### config.mk
export PLATFORM = sky130hd
export DESIGN_NAME = crc_lane_unit
export DESIGN_NICKNAME = d
export VERILOG_FILES = /design/src/rtl/crc_lane_pkg.sv /design/src/rtl/crc_lane_ctrl.sv /design/src/rtl/crc_lane_dp.sv /design/src/rtl/crc_lane_tx_emit.sv /design/src/rtl/crc_lane_rx_judge.sv /design/src/rtl/crc_lane_unit.sv
export SDC_FILE = /design/constraint.sdc
export NUM_CORES = 1
export LEC_CHECK = 0
export BUFFER_PORTS_ARGS = -buffer_cell sky130_fd_sc_hd__buf_2
export CORE_MARGIN = 10
export CORE_UTILIZATION = 60
export DETAILED_ROUTE_END_ITERATION = 8
export PLACE_DENSITY_LB_ADDON = 0.05
export SYNTH_ARGS = -nofsm -noshare
export SYNTH_HDL_FRONTEND = slang
export SYNTH_SLANG_ARGS = --single-unit
### constraint.sdc
create_clock -name clk -period 24.4 [get_ports clk]
set_input_delay 1.22 -clock clk [delete_from_list [all_inputs] [get_ports clk]]
set_output_delay 1.22 -clock clk [all_outputs]
set_load 0.02 [all_outputs]
### src/rtl/crc_lane_pkg.sv
package crc_lane_pkg;

  localparam int unsigned WORD_W = 64;
  localparam int unsigned CRC_W  = 32;
  localparam logic [31:0] CRC32C_POLY = 32'h1EDC6F41;

  typedef enum logic [1:0] {
    TAG_DATA = 2'b00,
    TAG_CTRL = 2'b01,
    TAG_DIAG = 2'b10,
    TAG_RSVD = 2'b11
  } wordTag_e;

  // Strobes from a path controller to its datapath and output stage.
  typedef struct packed {
    logic advance;   // accepted word: update the CRC register
    logic restart;   // accepted start word: hash from the preset
    logic diag;      // accepted diagnostic word: mask its CRC field
    logic apply;     // diagnostic word with the path enabled
  } crcStrobe_t;

endpackage

### src/rtl/crc_lane_ctrl.sv
module crc_lane_ctrl
  import crc_lane_pkg::*;
(
  input  logic       inValid,
  input  logic       inSom,
  input  logic [1:0] inTag,
  input  logic       enable,
  output crcStrobe_t strb
);

  logic isDiag;

  assign isDiag = inValid && (inTag == TAG_DIAG);

  always_comb begin
    strb         = '0;
    strb.advance = inValid;
    strb.restart = inValid && inSom;
    strb.diag    = isDiag;
    strb.apply   = isDiag && enable;
  end

endmodule

### src/rtl/crc_lane_dp.sv
module crc_lane_dp
  import crc_lane_pkg::*;
#(
  parameter int unsigned            DATA_W = WORD_W,
  parameter int unsigned            SUM_W  = CRC_W,
  parameter logic [SUM_W-1:0]       POLY   = CRC32C_POLY
) (
  input  logic              clk,
  input  logic              rstN,
  input  crcStrobe_t        strb,
  input  logic [DATA_W-1:0] inData,
  output logic [SUM_W-1:0]  crcOut
);

  localparam int unsigned UPPER_W = DATA_W - SUM_W;

  logic [SUM_W-1:0]  crcReg;
  logic [SUM_W-1:0]  seed;
  logic [SUM_W-1:0]  crcNext;
  logic [DATA_W-1:0] hashWord;

  // MSB-first serial division, unrolled across one word.
  function automatic logic [SUM_W-1:0] crcStep(input logic [SUM_W-1:0]  start,
                                               input logic [DATA_W-1:0] word);
    logic [SUM_W-1:0] acc;
    acc = start;
    for (int i = DATA_W - 1; i >= 0; i--) begin
      if (acc[SUM_W-1] ^ word[i]) acc = {acc[SUM_W-2:0], 1'b0} ^ POLY;
      else                        acc = {acc[SUM_W-2:0], 1'b0};
    end
    return acc;
  endfunction

  assign seed     = strb.restart ? {SUM_W{1'b1}} : crcReg;
  assign hashWord = strb.diag ? {inData[DATA_W-1 -: UPPER_W], {SUM_W{1'b0}}} : inData;
  assign crcNext  = crcStep(seed, hashWord);
  assign crcOut   = ~crcNext;

  always_ff @(posedge clk) begin
    if (!rstN)             crcReg <= {SUM_W{1'b1}};
    else if (strb.advance) crcReg <= crcNext;
  end

  // idle cycles leave the running CRC untouched
  a_r8_hold_when_idle: assert property (@(posedge clk) disable iff (!rstN)
    !strb.advance |=> $stable(crcReg));

endmodule

### src/rtl/crc_lane_tx_emit.sv
module crc_lane_tx_emit
  import crc_lane_pkg::*;
#(
  parameter int unsigned DATA_W = WORD_W,
  parameter int unsigned SUM_W  = CRC_W
) (
  input  logic              clk,
  input  logic              rstN,
  input  logic              apply,
  input  logic              inValid,
  input  logic [1:0]        inTag,
  input  logic [DATA_W-1:0] inData,
  input  logic [SUM_W-1:0]  crcIn,
  output logic              outValid,
  output logic [1:0]        outTag,
  output logic [DATA_W-1:0] outData
);

  localparam int unsigned UPPER_W = DATA_W - SUM_W;

  logic [DATA_W-1:0] wordOut;

  assign wordOut = apply ? {inData[DATA_W-1 -: UPPER_W], crcIn} : inData;

  always_ff @(posedge clk) begin
    if (!rstN) begin
      outValid <= 1'b0;
      outTag   <= '0;
      outData  <= '0;
    end else begin
      outValid <= inValid;
      outTag   <= inTag;
      outData  <= wordOut;
    end
  end

endmodule

### src/rtl/crc_lane_rx_judge.sv
module crc_lane_rx_judge
  import crc_lane_pkg::*;
#(
  parameter int unsigned SUM_W = CRC_W
) (
  input  logic             clk,
  input  logic             rstN,
  input  logic             apply,
  input  logic [SUM_W-1:0] fieldIn,
  input  logic [SUM_W-1:0] crcIn,
  output logic             errPulse
);

  always_ff @(posedge clk) begin
    if (!rstN) errPulse <= 1'b0;
    else       errPulse <= apply && (fieldIn != crcIn);
  end

  // a pulse only ever follows an enabled diagnostic word
  a_r6_err_after_diag: assert property (@(posedge clk) disable iff (!rstN)
    errPulse |-> $past(apply));

endmodule

### src/rtl/crc_lane_unit.sv
module crc_lane_unit
  import crc_lane_pkg::*;
#(
  parameter int unsigned      DATA_W = WORD_W,
  parameter int unsigned      SUM_W  = CRC_W,
  parameter logic [SUM_W-1:0] POLY   = CRC32C_POLY
) (
  input  logic              clk,
  input  logic              rstN,
  input  logic              txEn,
  input  logic              txInValid,
  input  logic              txInSom,
  input  logic [1:0]        txInTag,
  input  logic [DATA_W-1:0] txInData,
  output logic              txOutValid,
  output logic [1:0]        txOutTag,
  output logic [DATA_W-1:0] txOutData,
  input  logic              rxEn,
  input  logic              rxInValid,
  input  logic              rxInSom,
  input  logic [1:0]        rxInTag,
  input  logic [DATA_W-1:0] rxInData,
  output logic              rxCrcErr
);

  localparam int unsigned PATHS   = 2;   // 0 = transmit, 1 = receive
  localparam int unsigned UPPER_W = DATA_W - SUM_W;

  logic [PATHS-1:0]             pathValid;
  logic [PATHS-1:0]             pathSom;
  logic [PATHS-1:0]             pathEn;
  logic [PATHS-1:0][1:0]        pathTag;
  logic [PATHS-1:0][DATA_W-1:0] pathData;
  logic [PATHS-1:0][SUM_W-1:0]  pathCrc;
  crcStrobe_t                   pathStrb [PATHS];

  assign pathValid = {rxInValid, txInValid};
  assign pathSom   = {rxInSom,   txInSom};
  assign pathEn    = {rxEn,      txEn};
  assign pathTag   = {rxInTag,   txInTag};
  assign pathData  = {rxInData,  txInData};

  for (genvar p = 0; p < PATHS; p++) begin : g_path
    crc_lane_ctrl ctrl_i (
      .inValid (pathValid[p]),
      .inSom   (pathSom[p]),
      .inTag   (pathTag[p]),
      .enable  (pathEn[p]),
      .strb    (pathStrb[p])
    );

    crc_lane_dp #(.DATA_W(DATA_W), .SUM_W(SUM_W), .POLY(POLY)) dp_i (
      .clk    (clk),
      .rstN   (rstN),
      .strb   (pathStrb[p]),
      .inData (pathData[p]),
      .crcOut (pathCrc[p])
    );
  end

  crc_lane_tx_emit #(.DATA_W(DATA_W), .SUM_W(SUM_W)) txEmit_i (
    .clk      (clk),
    .rstN     (rstN),
    .apply    (pathStrb[0].apply),
    .inValid  (txInValid),
    .inTag    (txInTag),
    .inData   (txInData),
    .crcIn    (pathCrc[0]),
    .outValid (txOutValid),
    .outTag   (txOutTag),
    .outData  (txOutData)
  );

  crc_lane_rx_judge #(.SUM_W(SUM_W)) rxJudge_i (
    .clk      (clk),
    .rstN     (rstN),
    .apply    (pathStrb[1].apply),
    .fieldIn  (rxInData[SUM_W-1:0]),
    .crcIn    (pathCrc[1]),
    .errPulse (rxCrcErr)
  );

  // words other than the diagnostic word pass unchanged after one cycle
  a_r4_plain_word_through: assert property (@(posedge clk) disable iff (!rstN)
    txInValid && (txInTag != TAG_DIAG) |=> txOutValid && (txOutData == $past(txInData)));

  // the upper half of the diagnostic word is never altered
  a_r4_diag_upper_kept: assert property (@(posedge clk) disable iff (!rstN)
    txInValid && (txInTag == TAG_DIAG) |=>
      txOutData[DATA_W-1 -: UPPER_W] == $past(txInData[DATA_W-1 -: UPPER_W]));

  // with insertion disabled every word is copied bit for bit
  a_r5_disabled_through: assert property (@(posedge clk) disable iff (!rstN)
    txInValid && !txEn |=> txOutData == $past(txInData));

  // no pulse follows a cycle with checking disabled
  a_r7_no_err_disabled: assert property (@(posedge clk) disable iff (!rstN)
    !rxEn |=> !rxCrcErr);

  // no output word follows an idle input cycle
  a_r8_no_word_on_idle: assert property (@(posedge clk) disable iff (!rstN)
    !txInValid |=> !txOutValid);

endmodule

# After elaboration in Yosys (flattened, before gate mapping)
# Index checks and enable logic that the tools add are counted.
# W data, S select, Z words.
# totals
reg_bits	132
input_bits	140
output_inout_bits	68
elab_cells	407
# op_classes
n_eq_ne	3
muxes	133
bitwise	258
reduce_logical	7
# op_table
op	n
$mux W29	128
$not A17 Y17	128
$mux W32	5
$xor A1 B1 Y1	128
$not A32 Y32	2
$ne A32 B32 Y1	1
$logic_and A1 B1 Y1	7
$eq A2 B2 Y1 const B	2

# Depth between registers and ports, before layout
# logic_depth
depth_word	133
mapped_depth	31

# Modules after synthesis
# A second synthesis with hierarchy kept.
# hier_totals
hier_cells	2162
hier_area_um2	25117.8
# by_module_without_submodules
module	n_inst	cells_per_inst	area_per_inst_um2
crc_lane_dp	2	965	11239.5
crc_lane_tx_emit	1	177	2184.6
crc_lane_rx_judge	1	45	371.6
crc_lane_ctrl	2	5	41.3

# Worst setup path after synthesis
# Ideal clock, no wire load.
# synth_path
kind	input to register
startpoint	in rxInSom
endpoint	reg rxJudge_i.errPulse
t_arrival_ns	10.083
required_time_ns	24.268
path_slack_ns	14.186
path_stages	25
n_path_buf	1
cell_sequence	buf_4 a21oi_2 xnor2_2 xor3_2 xnor2_2 xnor3_1 xnor3_4 xnor2_4 xnor3_2 xor2_4 xnor3_2 xnor3_2 xnor3_2 xnor3_1 xnor3_2 xnor3_2 xor2_4 xor3_2 xnor3_2 xnor2_2 xnor2_2 xnor3_1 a211o_1 a2111oi_2 a31oi_1
# synth_between
elab_chain_cells	104
word_cells_on_any_way	197
# synth_rtl
item	line	rtl
start: declaration	crc_lane_unit.sv:20	input logic rxInSom,
$logic_and A1 B1 Y1 *	crc_lane_ctrl.sv:18	strb.restart = inValid && inSom;
$mux W32 *	crc_lane_dp.sv:34	assign seed = strb.restart ? {SUM_W{1'b1}} : crcReg;
$xor A1 B1 Y1 (tied with other cells)	crc_lane_dp.sv:28	if (acc[SUM_W-1] ^ word[i]) acc = {acc[SUM_W-2:0], 1'b0} ^ POLY;
$mux W29 or $not A17 Y17 (tied branches)	--	
$not A17 Y17 (no source line) or $mux W29 (tied branches)	--	
$mux W29 or $not A17 Y17 (tied branches)	--	
$not A17 Y17 (no source line) or $mux W29 (tied branches)	--	
$mux W29 or $not A17 Y17 (tied branches)	--	
[... 88 more ...]	--	
$mux W29	crc_lane_dp.sv:28	
$not A17 Y17 (no source line)	--	
$mux W29	crc_lane_dp.sv:28	
$not A17 Y17 (no source line)	--	
$mux W29	crc_lane_dp.sv:28	
$not A32 Y32 *	crc_lane_dp.sv:37	assign crcOut = ~crcNext;
$ne A32 B32 Y1 *	crc_lane_rx_judge.sv:16	else errPulse <= apply && (fieldIn != crcIn);
$logic_and A1 B1 Y1 *	crc_lane_rx_judge.sv:16	
end signal: assignment	crc_lane_rx_judge.sv:16	
end: declaration	crc_lane_rx_judge.sv:11	output logic errPulse
# Mark *: on every way between the ends. The rest lies on a longest branch, timed or not.
# A chain may end at the register's enable or synchronous reset.

# Worst setup path after layout
# layout_path
startpoint	in txInValid
endpoint	reg txEmit_i.outData[14]
# layout_between
elab_chain_cells	101
word_cells_on_any_way	197
# layout_rtl
item	line	rtl
start: declaration	crc_lane_unit.sv:11	input logic txInValid,
$logic_and A1 B1 Y1	crc_lane_ctrl.sv:18	
$mux W32	crc_lane_dp.sv:34	
$mux W29 (3 in series)	crc_lane_dp.sv:28	
$not A17 Y17 (no source line)	--	
$mux W29 (2 in series)	crc_lane_dp.sv:28	
$not A17 Y17 (no source line)	--	
$mux W29	crc_lane_dp.sv:28	
$not A17 Y17 (no source line)	--	
[... 81 more ...]	--	
$not A17 Y17 (no source line)	--	
$mux W29 (2 in series)	crc_lane_dp.sv:28	
$not A17 Y17 (no source line)	--	
$mux W29	crc_lane_dp.sv:28	
$not A17 Y17 (no source line)	--	
$mux W29	crc_lane_dp.sv:28	
$not A32 Y32	crc_lane_dp.sv:37	
$mux W32 *	crc_lane_tx_emit.sv:23	assign wordOut = apply ? {inData[DATA_W-1 -: UPPER_W], crcIn} : inData;
end signal: assignment	crc_lane_tx_emit.sv:33	outData <= wordOut;
end: declaration	crc_lane_tx_emit.sv:16	output logic [DATA_W-1:0] outData
# Marked as above.

==> flow_metrics.env <==
export IMPL_status="finished clean"
export IMPL_post_route_drc_count=0
export IMPL_critPathRequiredTime_ns=24.73
export IMPL_path_max_fanout=53
export IMPL_worstPathArrival_ns=13.00
export IMPL_met2_length_um=38800
export IMPL_grt_max_degree=84
export IMPL_clock_skew_ns=0.0144
export IMPL_clk_latency_ns=0.43
export IMPL_holdPathEnd="g_path[1].dp_i.crcReg[1]"
export IMPL_ios=208
export IMPL_timing_hold_ws_ns=0.485
export IMPL_hold_viol_final=0
export IMPL_r2r_end="txEmit_i.outData[14]"
export IMPL_num_vias=16100
export IMPL_ant_nets=0
export IMPL_htreeDepth=4
export IMPL_nets=2490
export IMPL_cap_violations=0
export IMPL_wirelength_um=75700
export IMPL_synth_nets=2338
export IMPL_worst_slew_pin_slew_ns=1.01
export IMPL_routed_via_density=5.55
export IMPL_dr_max_layer_used="met4"
export IMPL_cts_sinks=132
export IMPL_synth_async_reset_ratio_pct=0
export IMPL_hold_depth=2
export IMPL_yosysWarningCount=0
export IMPL_cts_resized_gates=0
export IMPL_yosysMostFrequentCell="xnor2_1"
export IMPL_syn_area_per_cell_um2=11.6
export IMPL_area_growth_pct=7.52
export IMPL_setup_ws_ns=11.72
export IMPL_die_height_um=226
export IMPL_synth_top_area_share_pct=27.9
export IMPL_postCtsSetupBuffers=0
export IMPL_post_dp_hpwl_um=63400
export IMPL_ys_ff_latch=132
export IMPL_syn_area_um2=25500
export IMPL_synth_cell_types=51
export IMPL_drt_wirelength_per_cell_um=26.1
export IMPL_reg2reg_depth=23
export IMPL_clk_path_buf_depth=2
export IMPL_pre_cts_ws_ns=11.31
export IMPL_dr_first_iter_drc_count=1418
export IMPL_grt_antenna_before_repair=0
export IMPL_path_clk_slew_ns=0.07
export IMPL_rsz0062_at_grt="false"
export IMPL_synthTopCellsByCount="xnor2_1 (777), xnor3_1 (316), xor2_1 (225), nand2_1 (220), dfxtp_1 (132)"
export IMPL_gr_total_overflow=0
export IMPL_gp_congestion=0.971
export IMPL_yosys_area_top_type="xnor3_1"
export IMPL_critPathKind="in -> reg"
export IMPL_coreArea_um2=41900
export IMPL_hp_start="g_path[1].dp_i.crcReg[1]"
export IMPL_start_util_pct=60.7
export IMPL_grt_pass1_vias=16900
export IMPL_synth_main_ff_cell="dfxtp_1"
export IMPL_grt_pass1_wl_um=111000
export IMPL_tns_ns=0
export IMPL_startpoint_type="input pin"
export IMPL_cts_root_buffer="clkbuf_16"
export IMPL_regToRegSetupSlack_ns=13.01
export IMPL_synth_area_leaders="xnor3_1 (28%), xnor2_1 (27%), dfxtp_1 (10%), xor2_1 (7.7%), xnor2_2 (4.2%)"
export IMPL_timing_rr_start="g_path[0].dp_i.crcReg[27]"
export IMPL_fin_crit_sh_pct=52.0
export IMPL_drv_slew=0
export IMPL_setup_viol_count_final=0
export IMPL_grt_use_total_pct=29.5
export IMPL_syn_inst=2198
export IMPL_hold_class="reg -> reg"
export IMPL_fin_crit_ns=12.68
export IMPL_port_buffers=207
export IMPL_n_antenna_cell=0
export IMPL_maxSlewHeadroom_pct=32.5
export IMPL_cts_made_buffers=17
export IMPL_rows=75
export IMPL_die_w_um=226
export IMPL_dieArea_um2=51100
export IMPL_route_met3_wl_um=4200
export IMPL_cts_tree="yes"
export IMPL_fmax_ghz=0.0789
export IMPL_synth_seq_area_share_pct=10.4
export IMPL_drt_met1_wl_um=30100
export IMPL_cts_hold_buf=0
export IMPL_layout_drive_gt1_share_pct=17.5
export IMPL_synth_edf_count=0
export IMPL_drt_pass1_iter_count=6
export IMPL_cp_end_kind="flop"
logic make-up after synthesis:
logic type / share of synthesized area, %
flip-flops: 10.4
multiplexers: 1.02
AO/OA/AOI/OAI: 2.65
XOR/XNOR: 78.6
buffers and inverters: 1.74
AND/OR/NAND/NOR: 5.64
metrics by stage:
step | util (%) | area, um2 | cells
2_1_floorplan | - | 25500 | 2198
3_3_place_gp | 63.9 | 26800 | 2870
3_5_place_dp | 63.9 | 26800 | 2870
4_1_cts | 65.3 | 27400 | 2902
5_1_grt | 65.3 | 27400 | 2902
6_report | 65.3 | 27400 | 2902
sequential cells by signal, summed over array words and instances, names as in the netlist:
name,flops
g_path.dp_i.crcReg,64
txEmit_i.outTag,2
txEmit_i.outValid,1
txEmit_i.outData,64
rxJudge_i.errPulse,1
worst max-delay path by stage:
stage | start | to | cells past startpoint
2_1_floorplan | rxInSom | rxJudge_i.errPulse | 25
4_1_cts | txInValid | txEmit_i.outData[15] | 25
3_5_place_dp | txInValid | g_path[0].dp_i.crcReg[15] | 26
3_3_place_gp | txInValid | g_path[0].dp_i.crcReg[15] | 27
5_1_grt | txInValid | g_path[0].dp_i.crcReg[15] | 27
6_report | txInValid | txEmit_i.outData[14] | 26
critical path, cell delays in order:
cell	delay, ns
buf_2	0.07
buf_4	0.50
and2_1	0.43
buf_4	0.37
nor2_4	0.09
xnor2_4	0.29
xnor3_2	0.55
xnor3_1	0.88
xnor3_1	0.58
xnor3_1	0.65
xor3_1	0.61
xnor2_4	0.40
xnor3_1	0.44
xnor3_2	0.47
xnor3_1	0.48
xnor2_2	0.40
xnor3_1	0.74
xnor3_2	0.67
xor3_2	0.41
xnor2_2	0.42
xor3_1	0.48
xnor2_2	0.60
xnor2_2	0.28
xnor2_1	0.64
nand2_1	0.11
o211a_1	0.14
final cells by class:
cell class / instances / area (um2)
inverter: 5 / 18.8
tap: 539 / 674
timing repair buffer: 215 / 1100
clock buffer: 19 / 443
fill: 3326 / 14600
clock inverter: 13 / 126
multi-input combinational: 1979 / 22400
sequential: 132 / 2640
cells in the final DEF (no fill, tap or decap), types with 4 or more instances in the layout:
cell / count
o21ai_0: 43
nand3_1: 4
xor3_2: 10
xor2_1: 225
xnor2_4: 16
nor2_4: 4
xor3_1: 42
xnor2_1: 777
xnor3_1: 316
clkbuf_16: 17
dfxtp_1: 132
a21boi_0: 8
and2_1: 38
buf_2: 206
a21oi_1: 11
a21boi_1: 4
xnor3_2: 31
o211a_1: 16
inv_1: 5
nand2_1: 220
mux2i_1: 26
xor2_2: 25
buf_4: 9
xor2_4: 7
xnor2_2: 66
nor2_1: 57
routing by layer:
layer	track usage, %	vias to the layer above
met4	10.0	0
met2	52.9	613
met1	36.1	7956
met3	3.41	118
li1	-	7431
met5	0	-
Power is not shown: default switching activity piles up to over one toggle a cycle in this logic, so the estimate is an artifact.
